==> config.mk <==
export PLATFORM = sky130hd
export DESIGN_NAME = tdm_regfile
export DESIGN_NICKNAME = d
export VERILOG_FILES = /design/src/rtl/tdm_rf_pkg.sv /design/src/rtl/tdm_rf_seq.sv /design/src/rtl/tdm_rf_slots.sv /design/src/rtl/tdm_rf_dpram.sv /design/src/rtl/tdm_rf_collect.sv /design/src/rtl/tdm_regfile.sv
export SDC_FILE = /design/constraint.sdc
export NUM_CORES = 2
export LEC_CHECK = 0
export BUFFER_PORTS_ARGS = -buffer_cell sky130_fd_sc_hd__buf_2
export CAP_MARGIN = 10
export CORE_ASPECT_RATIO = 1.75
export CORE_MARGIN = 2
export CORE_UTILIZATION = 48
export DETAILED_ROUTE_END_ITERATION = 12
export HOLD_SLACK_MARGIN = 0.06
export MAX_ROUTING_LAYER = met4
export PLACE_DENSITY = 0.64
export SLEW_MARGIN = 20
export SYNTH_ARGS = -nofsm -noshare
export SYNTH_HDL_FRONTEND = slang
export SYNTH_HIERARCHICAL = 1
export SYNTH_SLANG_ARGS = --single-unit
==> constraint.sdc <==
create_clock -name clk_i -period 20.8 [get_ports clk_i]
set_input_delay 1.04 -clock clk_i [delete_from_list [all_inputs] [get_ports clk_i]]
set_output_delay 1.04 -clock clk_i [all_outputs]
set_load 0.01 [all_outputs]
==> src/rtl/tdm_rf_pkg.sv <==
package tdm_rf_pkg;
  localparam int NUM_RD = 5;
  localparam int NUM_WR = 3;
  localparam int NUM_PH = 4;

  typedef enum logic [1:0] {
    PH_0 = 2'd0,
    PH_1 = 2'd1,
    PH_2 = 2'd2,
    PH_3 = 2'd3
  } phase_e;
endpackage

==> src/rtl/tdm_rf_seq.sv <==
module tdm_rf_seq
  import tdm_rf_pkg::*;
(
  input  logic   clk_i,
  input  logic   rst_ni,
  input  logic   strobe_i,
  output phase_e phase_o,
  output logic   active_o
);
  phase_e phase_q;
  logic   active_q;

  always_ff @(posedge clk_i or negedge rst_ni) begin
    if (!rst_ni) begin
      phase_q  <= PH_0;
      active_q <= 1'b0;
    end else if (strobe_i) begin
      phase_q  <= PH_0;
      active_q <= 1'b1;
    end else if (active_q) begin
      phase_q <= phase_e'(phase_q + 2'd1);
      if (phase_q == PH_3) active_q <= 1'b0;
    end
  end

  assign phase_o  = phase_q;
  assign active_o = active_q;

  AST_STROBE_RESTART: assert property (@(posedge clk_i) disable iff (!rst_ni)
    strobe_i |=> (phase_q == PH_0) && active_q);

  AST_SINGLE_PASS: assert property (@(posedge clk_i) disable iff (!rst_ni)
    (active_q && phase_q == PH_3 && !strobe_i) |=> !active_q);
endmodule

==> src/rtl/tdm_rf_slots.sv <==
module tdm_rf_slots
  import tdm_rf_pkg::*;
#(
  parameter int DEPTH = 32,
  parameter int DW    = 64,
  localparam int AW   = $clog2(DEPTH)
) (
  input  logic                          clk_i,
  input  logic                          rst_ni,
  input  logic                          strobe_i,
  input  phase_e                        phase_i,
  input  logic                          active_i,
  input  logic [NUM_WR-1:0]             wr_en_i,
  input  logic [NUM_WR-1:0][AW-1:0]     wr_addr_i,
  input  logic [NUM_WR-1:0][DW-1:0]     wr_data_i,
  input  logic [NUM_RD-1:0][AW-1:0]     rd_addr_i,
  output logic                          a_en_o,
  output logic                          a_we_o,
  output logic [AW-1:0]                 a_addr_o,
  output logic [DW-1:0]                 a_wdata_o,
  output logic                          b_en_o,
  output logic                          b_we_o,
  output logic [AW-1:0]                 b_addr_o,
  output logic [DW-1:0]                 b_wdata_o
);
  logic [NUM_WR-1:0]         wen_q;
  logic [NUM_WR-1:0][AW-1:0] wa_q;
  logic [NUM_WR-1:0][DW-1:0] wd_q;
  logic [NUM_RD-1:0][AW-1:0] ra_q;

  always_ff @(posedge clk_i or negedge rst_ni) begin
    if (!rst_ni) begin
      wen_q <= '0;
      wa_q  <= '0;
      wd_q  <= '0;
      ra_q  <= '0;
    end else if (strobe_i) begin
      wen_q <= wr_en_i;
      wa_q  <= wr_addr_i;
      wd_q  <= wr_data_i;
      ra_q  <= rd_addr_i;
    end
  end

  // reads in phases 0-2, writes in 2-3; port 2 is last so it wins
  always_comb begin
    a_en_o    = 1'b0;
    a_we_o    = 1'b0;
    a_addr_o  = '0;
    a_wdata_o = '0;
    b_en_o    = 1'b0;
    b_we_o    = 1'b0;
    b_addr_o  = '0;
    b_wdata_o = '0;
    unique case (phase_i)
      PH_0: begin
        a_en_o = active_i; a_addr_o = ra_q[0];
        b_en_o = active_i; b_addr_o = ra_q[1];
      end
      PH_1: begin
        a_en_o = active_i; a_addr_o = ra_q[2];
        b_en_o = active_i; b_addr_o = ra_q[3];
      end
      PH_2: begin
        a_en_o = active_i; a_addr_o = ra_q[4];
        b_we_o = active_i & wen_q[0]; b_addr_o = wa_q[0]; b_wdata_o = wd_q[0];
      end
      PH_3: begin
        a_we_o = active_i & wen_q[1]; a_addr_o = wa_q[1]; a_wdata_o = wd_q[1];
        b_we_o = active_i & wen_q[2]; b_addr_o = wa_q[2]; b_wdata_o = wd_q[2];
      end
      default: ;
    endcase
  end
endmodule

==> src/rtl/tdm_rf_dpram.sv <==
module tdm_rf_dpram #(
  parameter int DEPTH = 32,
  parameter int DW    = 64,
  localparam int AW   = $clog2(DEPTH)
) (
  input  logic          clk_i,
  input  logic          a_en_i,
  input  logic          a_we_i,
  input  logic [AW-1:0] a_addr_i,
  input  logic [DW-1:0] a_wdata_i,
  output logic [DW-1:0] a_rdata_o,
  input  logic          b_en_i,
  input  logic          b_we_i,
  input  logic [AW-1:0] b_addr_i,
  input  logic [DW-1:0] b_wdata_i,
  output logic [DW-1:0] b_rdata_o
);
  logic [DW-1:0] mem_q [DEPTH];

  // read-first on both ports; b write lands after a write
  always_ff @(posedge clk_i) begin
    if (a_en_i) a_rdata_o <= mem_q[a_addr_i];
    if (b_en_i) b_rdata_o <= mem_q[b_addr_i];
    if (a_we_i) mem_q[a_addr_i] <= a_wdata_i;
    if (b_we_i) mem_q[b_addr_i] <= b_wdata_i;
  end
endmodule

==> src/rtl/tdm_rf_collect.sv <==
module tdm_rf_collect
  import tdm_rf_pkg::*;
#(
  parameter int DW = 64
) (
  input  logic                      clk_i,
  input  logic                      rst_ni,
  input  phase_e                    phase_i,
  input  logic                      active_i,
  input  logic [DW-1:0]             a_rdata_i,
  input  logic [DW-1:0]             b_rdata_i,
  output logic [NUM_RD-1:0][DW-1:0] rd_data_o
);
  logic [NUM_RD-2:0][DW-1:0] stage_q;
  logic                      commit;

  assign commit = active_i && (phase_i == PH_3);

  always_ff @(posedge clk_i or negedge rst_ni) begin
    if (!rst_ni) begin
      stage_q   <= '0;
      rd_data_o <= '0;
    end else if (active_i) begin
      if (phase_i == PH_1) begin
        stage_q[0] <= a_rdata_i;
        stage_q[1] <= b_rdata_i;
      end
      if (phase_i == PH_2) begin
        stage_q[2] <= a_rdata_i;
        stage_q[3] <= b_rdata_i;
      end
      if (commit) rd_data_o <= {a_rdata_i, stage_q};
    end
  end

  AST_OUT_HOLD: assert property (@(posedge clk_i) disable iff (!rst_ni)
    !commit |=> $stable(rd_data_o));
endmodule

==> src/rtl/tdm_regfile.sv <==
module tdm_regfile
  import tdm_rf_pkg::*;
#(
  parameter int DEPTH = 32,
  parameter int DW    = 64,
  localparam int AW   = $clog2(DEPTH)
) (
  input  logic                 clk_i,
  input  logic                 rst_ni,
  input  logic                 tgt_strobe_i,
  input  logic [NUM_WR-1:0]    wr_en_i,
  input  logic [NUM_WR*AW-1:0] wr_addr_i,
  input  logic [NUM_WR*DW-1:0] wr_data_i,
  input  logic [NUM_RD*AW-1:0] rd_addr_i,
  output logic [NUM_RD*DW-1:0] rd_data_o
);
  phase_e                    phase;
  logic                      active;
  logic [NUM_WR-1:0][AW-1:0] wa;
  logic [NUM_WR-1:0][DW-1:0] wd;
  logic [NUM_RD-1:0][AW-1:0] ra;
  logic [NUM_RD-1:0][DW-1:0] rd;
  logic                      a_en, a_we, b_en, b_we;
  logic [AW-1:0]             a_addr, b_addr;
  logic [DW-1:0]             a_wdata, b_wdata, a_rdata, b_rdata;

  assign wa        = wr_addr_i;
  assign wd        = wr_data_i;
  assign ra        = rd_addr_i;
  assign rd_data_o = rd;

  tdm_rf_seq u_seq (
    .clk_i    (clk_i),
    .rst_ni   (rst_ni),
    .strobe_i (tgt_strobe_i),
    .phase_o  (phase),
    .active_o (active)
  );

  tdm_rf_slots #(.DEPTH(DEPTH), .DW(DW)) u_slots (
    .clk_i     (clk_i),
    .rst_ni    (rst_ni),
    .strobe_i  (tgt_strobe_i),
    .phase_i   (phase),
    .active_i  (active),
    .wr_en_i   (wr_en_i),
    .wr_addr_i (wa),
    .wr_data_i (wd),
    .rd_addr_i (ra),
    .a_en_o    (a_en),
    .a_we_o    (a_we),
    .a_addr_o  (a_addr),
    .a_wdata_o (a_wdata),
    .b_en_o    (b_en),
    .b_we_o    (b_we),
    .b_addr_o  (b_addr),
    .b_wdata_o (b_wdata)
  );

  tdm_rf_dpram #(.DEPTH(DEPTH), .DW(DW)) u_mem (
    .clk_i     (clk_i),
    .a_en_i    (a_en),
    .a_we_i    (a_we),
    .a_addr_i  (a_addr),
    .a_wdata_i (a_wdata),
    .a_rdata_o (a_rdata),
    .b_en_i    (b_en),
    .b_we_i    (b_we),
    .b_addr_i  (b_addr),
    .b_wdata_i (b_wdata),
    .b_rdata_o (b_rdata)
  );

  tdm_rf_collect #(.DW(DW)) u_collect (
    .clk_i     (clk_i),
    .rst_ni    (rst_ni),
    .phase_i   (phase),
    .active_i  (active),
    .a_rdata_i (a_rdata),
    .b_rdata_i (b_rdata),
    .rd_data_o (rd)
  );

  AST_WRITES_AFTER_READS: assert property (@(posedge clk_i) disable iff (!rst_ni)
    (a_we || b_we) |-> (phase == PH_2 || phase == PH_3));

  AST_IDLE_QUIET: assert property (@(posedge clk_i) disable iff (!rst_ni)
    !active |-> !(a_en || b_en || a_we || b_we));

  AST_NO_PORT_CLASH: assert property (@(posedge clk_i) disable iff (!rst_ni)
    !(a_en && a_we) && !(b_en && b_we));
endmodule

==> results.json <==
{
  "status": "finished, violations left",
  "violations": "max-slew violations",
  "power.leakage_uw": 0.0686,
  "tns_ns": 0,
  "postCtsResizedCells": 0,
  "vdd_drop_max_mv": 0.0908,
  "cts-buffers-inserted": 294,
  "routed_via_density": 6.96,
  "worstSetupEndpointType": "flop",
  "worst_setup_path_start_kind": "flop",
  "crit_type": "flop to flop",
  "drc": 0,
  "arrival_ns": 9.62,
  "clock_sinks": 2990,
  "grt_overflow_total": 0,
  "grt_pass1_vias": 107000,
  "synth_fp_nets": 11100,
  "final-setup-viol-count": 0,
  "postCtsHoldBufs": 0,
  "place_congestion": 0.920,
  "worstPathRequired_ns": 21.47,
  "hpwl_mm": 352,
  "dieArea_um2": 329000,
  "syn-instance-count": 10800,
  "p_total_uw": 19200,
  "min_period_ns": 8.96,
  "dr.first_iter.drc_count": 14300,
  "antenna_found_initial": 35,
  "drv_slew": 55,
  "clkLatencyLatePin_ns": 0.99,
  "clockRootBuffer": "clkbuf_16",
  "grtUsageTotal_pct": 38.3,
  "fill_cells": 26900,
  "start_util_pct": 48.2,
  "hold_viol_final": 0,
  "ys_seq_area_share_pct": 55.1,
  "worst_pin_slew_ns": 1.70,
  "routed_wl_mm": 628,
  "clock_path_buffers": 4,
  "postCtsSetupBuffers": 0,
  "power.density_nw_per_um2": 112,
  "areaGrowthSynthToFinish_pct": 10.2,
  "rows": 276,
  "synth.area.top_cells": "edfxtp_1 (42%), mux2_2 (20%), mux2i_1 (14%)",
  "maxCapViolCount": 0,
  "syn_area_um2": 156000,
  "ant_nets": 0,
  "port-buffer-count": 557,
  "post_drt_wl_per_cell_um": 40.7,
  "drive_gt1_share_pct": 38.7,
  "cp_max_fo": 120,
  "max-slew-margin-rel_pct": -13.6,
  "grt_pass1_wl_mm": 852,
  "synth_cell_types": 47,
  "boundaryPins": 558,
  "max_freq_ghz": 0.112,
  "synth_top_area_share_pct": 42.0,
  "finalNetCount": 11000,
  "fin_skew_ns": 0.0817,
  "grt_max_degree": 156,
  "chipHeight_um": 757,
  "rsz0062_at_grt": "false",
  "yosysTopAreaCell": "edfxtp_1",
  "die_x_um": 434,
  "coreArea_um2": 323000,
  "worstHoldPathType": "input pin to async pin",
  "clkTransAtPathRegs_ns": 0.06,
  "firstDrtPassIters": 6,
  "ys_ff_latch": 2990,
  "period_share_pct": 43.1,
  "vias": 107000,
  "avgSynthCellArea_um2": 14.4,
  "cts_tree": "done",
  "yosysWarnings": 6,
  "htree_levels": 5,
  "whs_ns": 0.0638
}
==> placed cells by master, fill, tap and decap left out, drive strengths merged, types with 2 or more instances in the layout <==
cell type and instances:
nor3 5, mux4 10, nor4 256, inv 16, nand4b 8, edfxtp 2176, dfrtp 814, clkinv 91
nand2 144, and3 65, clkbuf 379, diode 79, buf 857, nand3b 10, o21ai 16, or4b 8
clkinvlp 12, o22ai 1036, mux2i 2114, nor2 18, nand4bb 12, nand4 2, nor2b 65, nor3b 3
or4 2, o21bai 4, mux2 2859, or3b 4, bufinv 27, nand3 9
==> flip-flops by register name, indices dropped and copies added (netlist names) <==
signal	count
u_collect/rd_data_o	320
u_collect/stage_q	256
u_mem/a_rdata_o	64
u_mem/b_rdata_o	64
u_mem/mem_q	2048
u_seq/active_o	1
u_seq/phase_o	2
u_slots/ra_q	25
u_slots/wa_q	15
u_slots/wd_q	192
u_slots/wen_q	3
==> cell usage after synthesis (all sizes together) <==
cell type,n
nand2,144
nor2,18
nand4,2
nand3,9
clkbuf,646
dfrtp,814
mux2i,2114
or3b,4
a21boi,1
and3b,1
nor3,5
o21bai,4
a21o,1
o21ai,16
ha,1
mux2,2859
nor3b,3
buf,542
o22ai,1036
or4,2
nor4,256
mux4,10
and3,65
or3,1
or2,1
inv,1
nand4bb,12
and4,1
nand3b,10
nor2b,65
or4b,8
xnor2,1
edfxtp,2176
nand4b,8
==> metrics by stage <==
step	util, %	std cells	worst slack, ns	area [um2]
final	53.1	15400	11.84	172000
after global routing	53.1	15400	11.79	172000
after CTS	53.0	15300	11.67	171000
after detailed placement	50.0	14800	11.67	161000
after global placement	50.0	14800	11.58	161000
after floorplan	-	10800	13.53	156000
==> layer usage <==
layer	vias up	track usage [%]	share of wire [%]
li1	42100	-	-
met1	54900	43.6	34
met2	7675	58.5	46
met3	2585	8.07	11
met4	0	30.6	9.6
met5	-	-	0
==> worst max-delay path: stages, from the launching register on <==
cell and delay, ns:
dfrtp_4 0.77, mux4_4 0.97, buf_4 0.97, buf_12 0.74
buf_4 0.53, buf_16 0.32, buf_4 0.45, buf_16 0.33
buf_4 0.84, buf_4 0.88, mux2i_1 0.30, o22ai_1 0.13
nor4_1 0.60, nand2_1 0.18
==> logic make-up (layout without fill, tap and decap cells) <==
| kind of cell | Yosys count | after routing | share of synthesized area (%) |
|---|---|---|---|
| other cells | 0 | 79 | 0 |
| buf+inv | 1189 | 1382 | 3.86 |
| mux | 4983 | 4983 | 34.4 |
| fa+ha+maj | 1 | 1 | 0.00804 |
| flops | 2990 | 2990 | 55.1 |
| simple gates | 615 | 615 | 2.36 |
| compound gates | 1058 | 1058 | 4.25 |
| xor+xnor | 1 | 1 | 0.00563 |
==> path summary, 6_finish.rpt <==
check / from / to / slack (ns) / cells after the start
worst max register to register: u_seq/phase_o[0]$_DFFE_PN0P_ / u_mem/b_rdata_o[48]$_DFFE_PP_ / 11.84 / 13
worst max-delay path: u_seq/phase_o[0]$_DFFE_PN0P_ / u_mem/b_rdata_o[48]$_DFFE_PP_ / 11.84 / 13
max in group asynchronous: rst_ni / u_collect/rd_data_o[32]$_DFFE_PN0P_ / 17.10 / 5
worst min register to register: u_collect/stage_q[132]$_DFFE_PN0P_ / u_collect/rd_data_o[132]$_DFFE_PN0P_ / 0.50 / 1
worst min-delay path: rst_ni / u_slots/wd_q[187]$_DFFE_PN0P_ / 0.06 / 1
min in group clk_i: wr_data_i[151] / u_slots/wd_q[151]$_DFFE_PN0P_ / 0.31 / 2
==> final cells by class <==
cell class / count / area, um2 / share of cell area, %
inverters: 1 / 3.75 / 0.00219
repair buffers: 857 / 5380 / 3.14
well taps: 4309 / 5390 / 3.14
multi-input cells: 6658 / 65100 / 38.0
clock buffers: 379 / 8170 / 4.77
diodes: 79 / 198 / 0.115
flip-flops and latches: 2990 / 85700 / 50.0
clock inverters: 145 / 1560 / 0.907
==> power by group <==
part | internal, uW | total, uW | switching [uW]
Sequential | 7330 | 7980 | 649
Combinational | 2200 | 5650 | 3460
Clock | 3130 | 5590 | 2460
Total | 12700 | 19200 | 6560
Note: power is estimated with default switching activity, not from simulation.
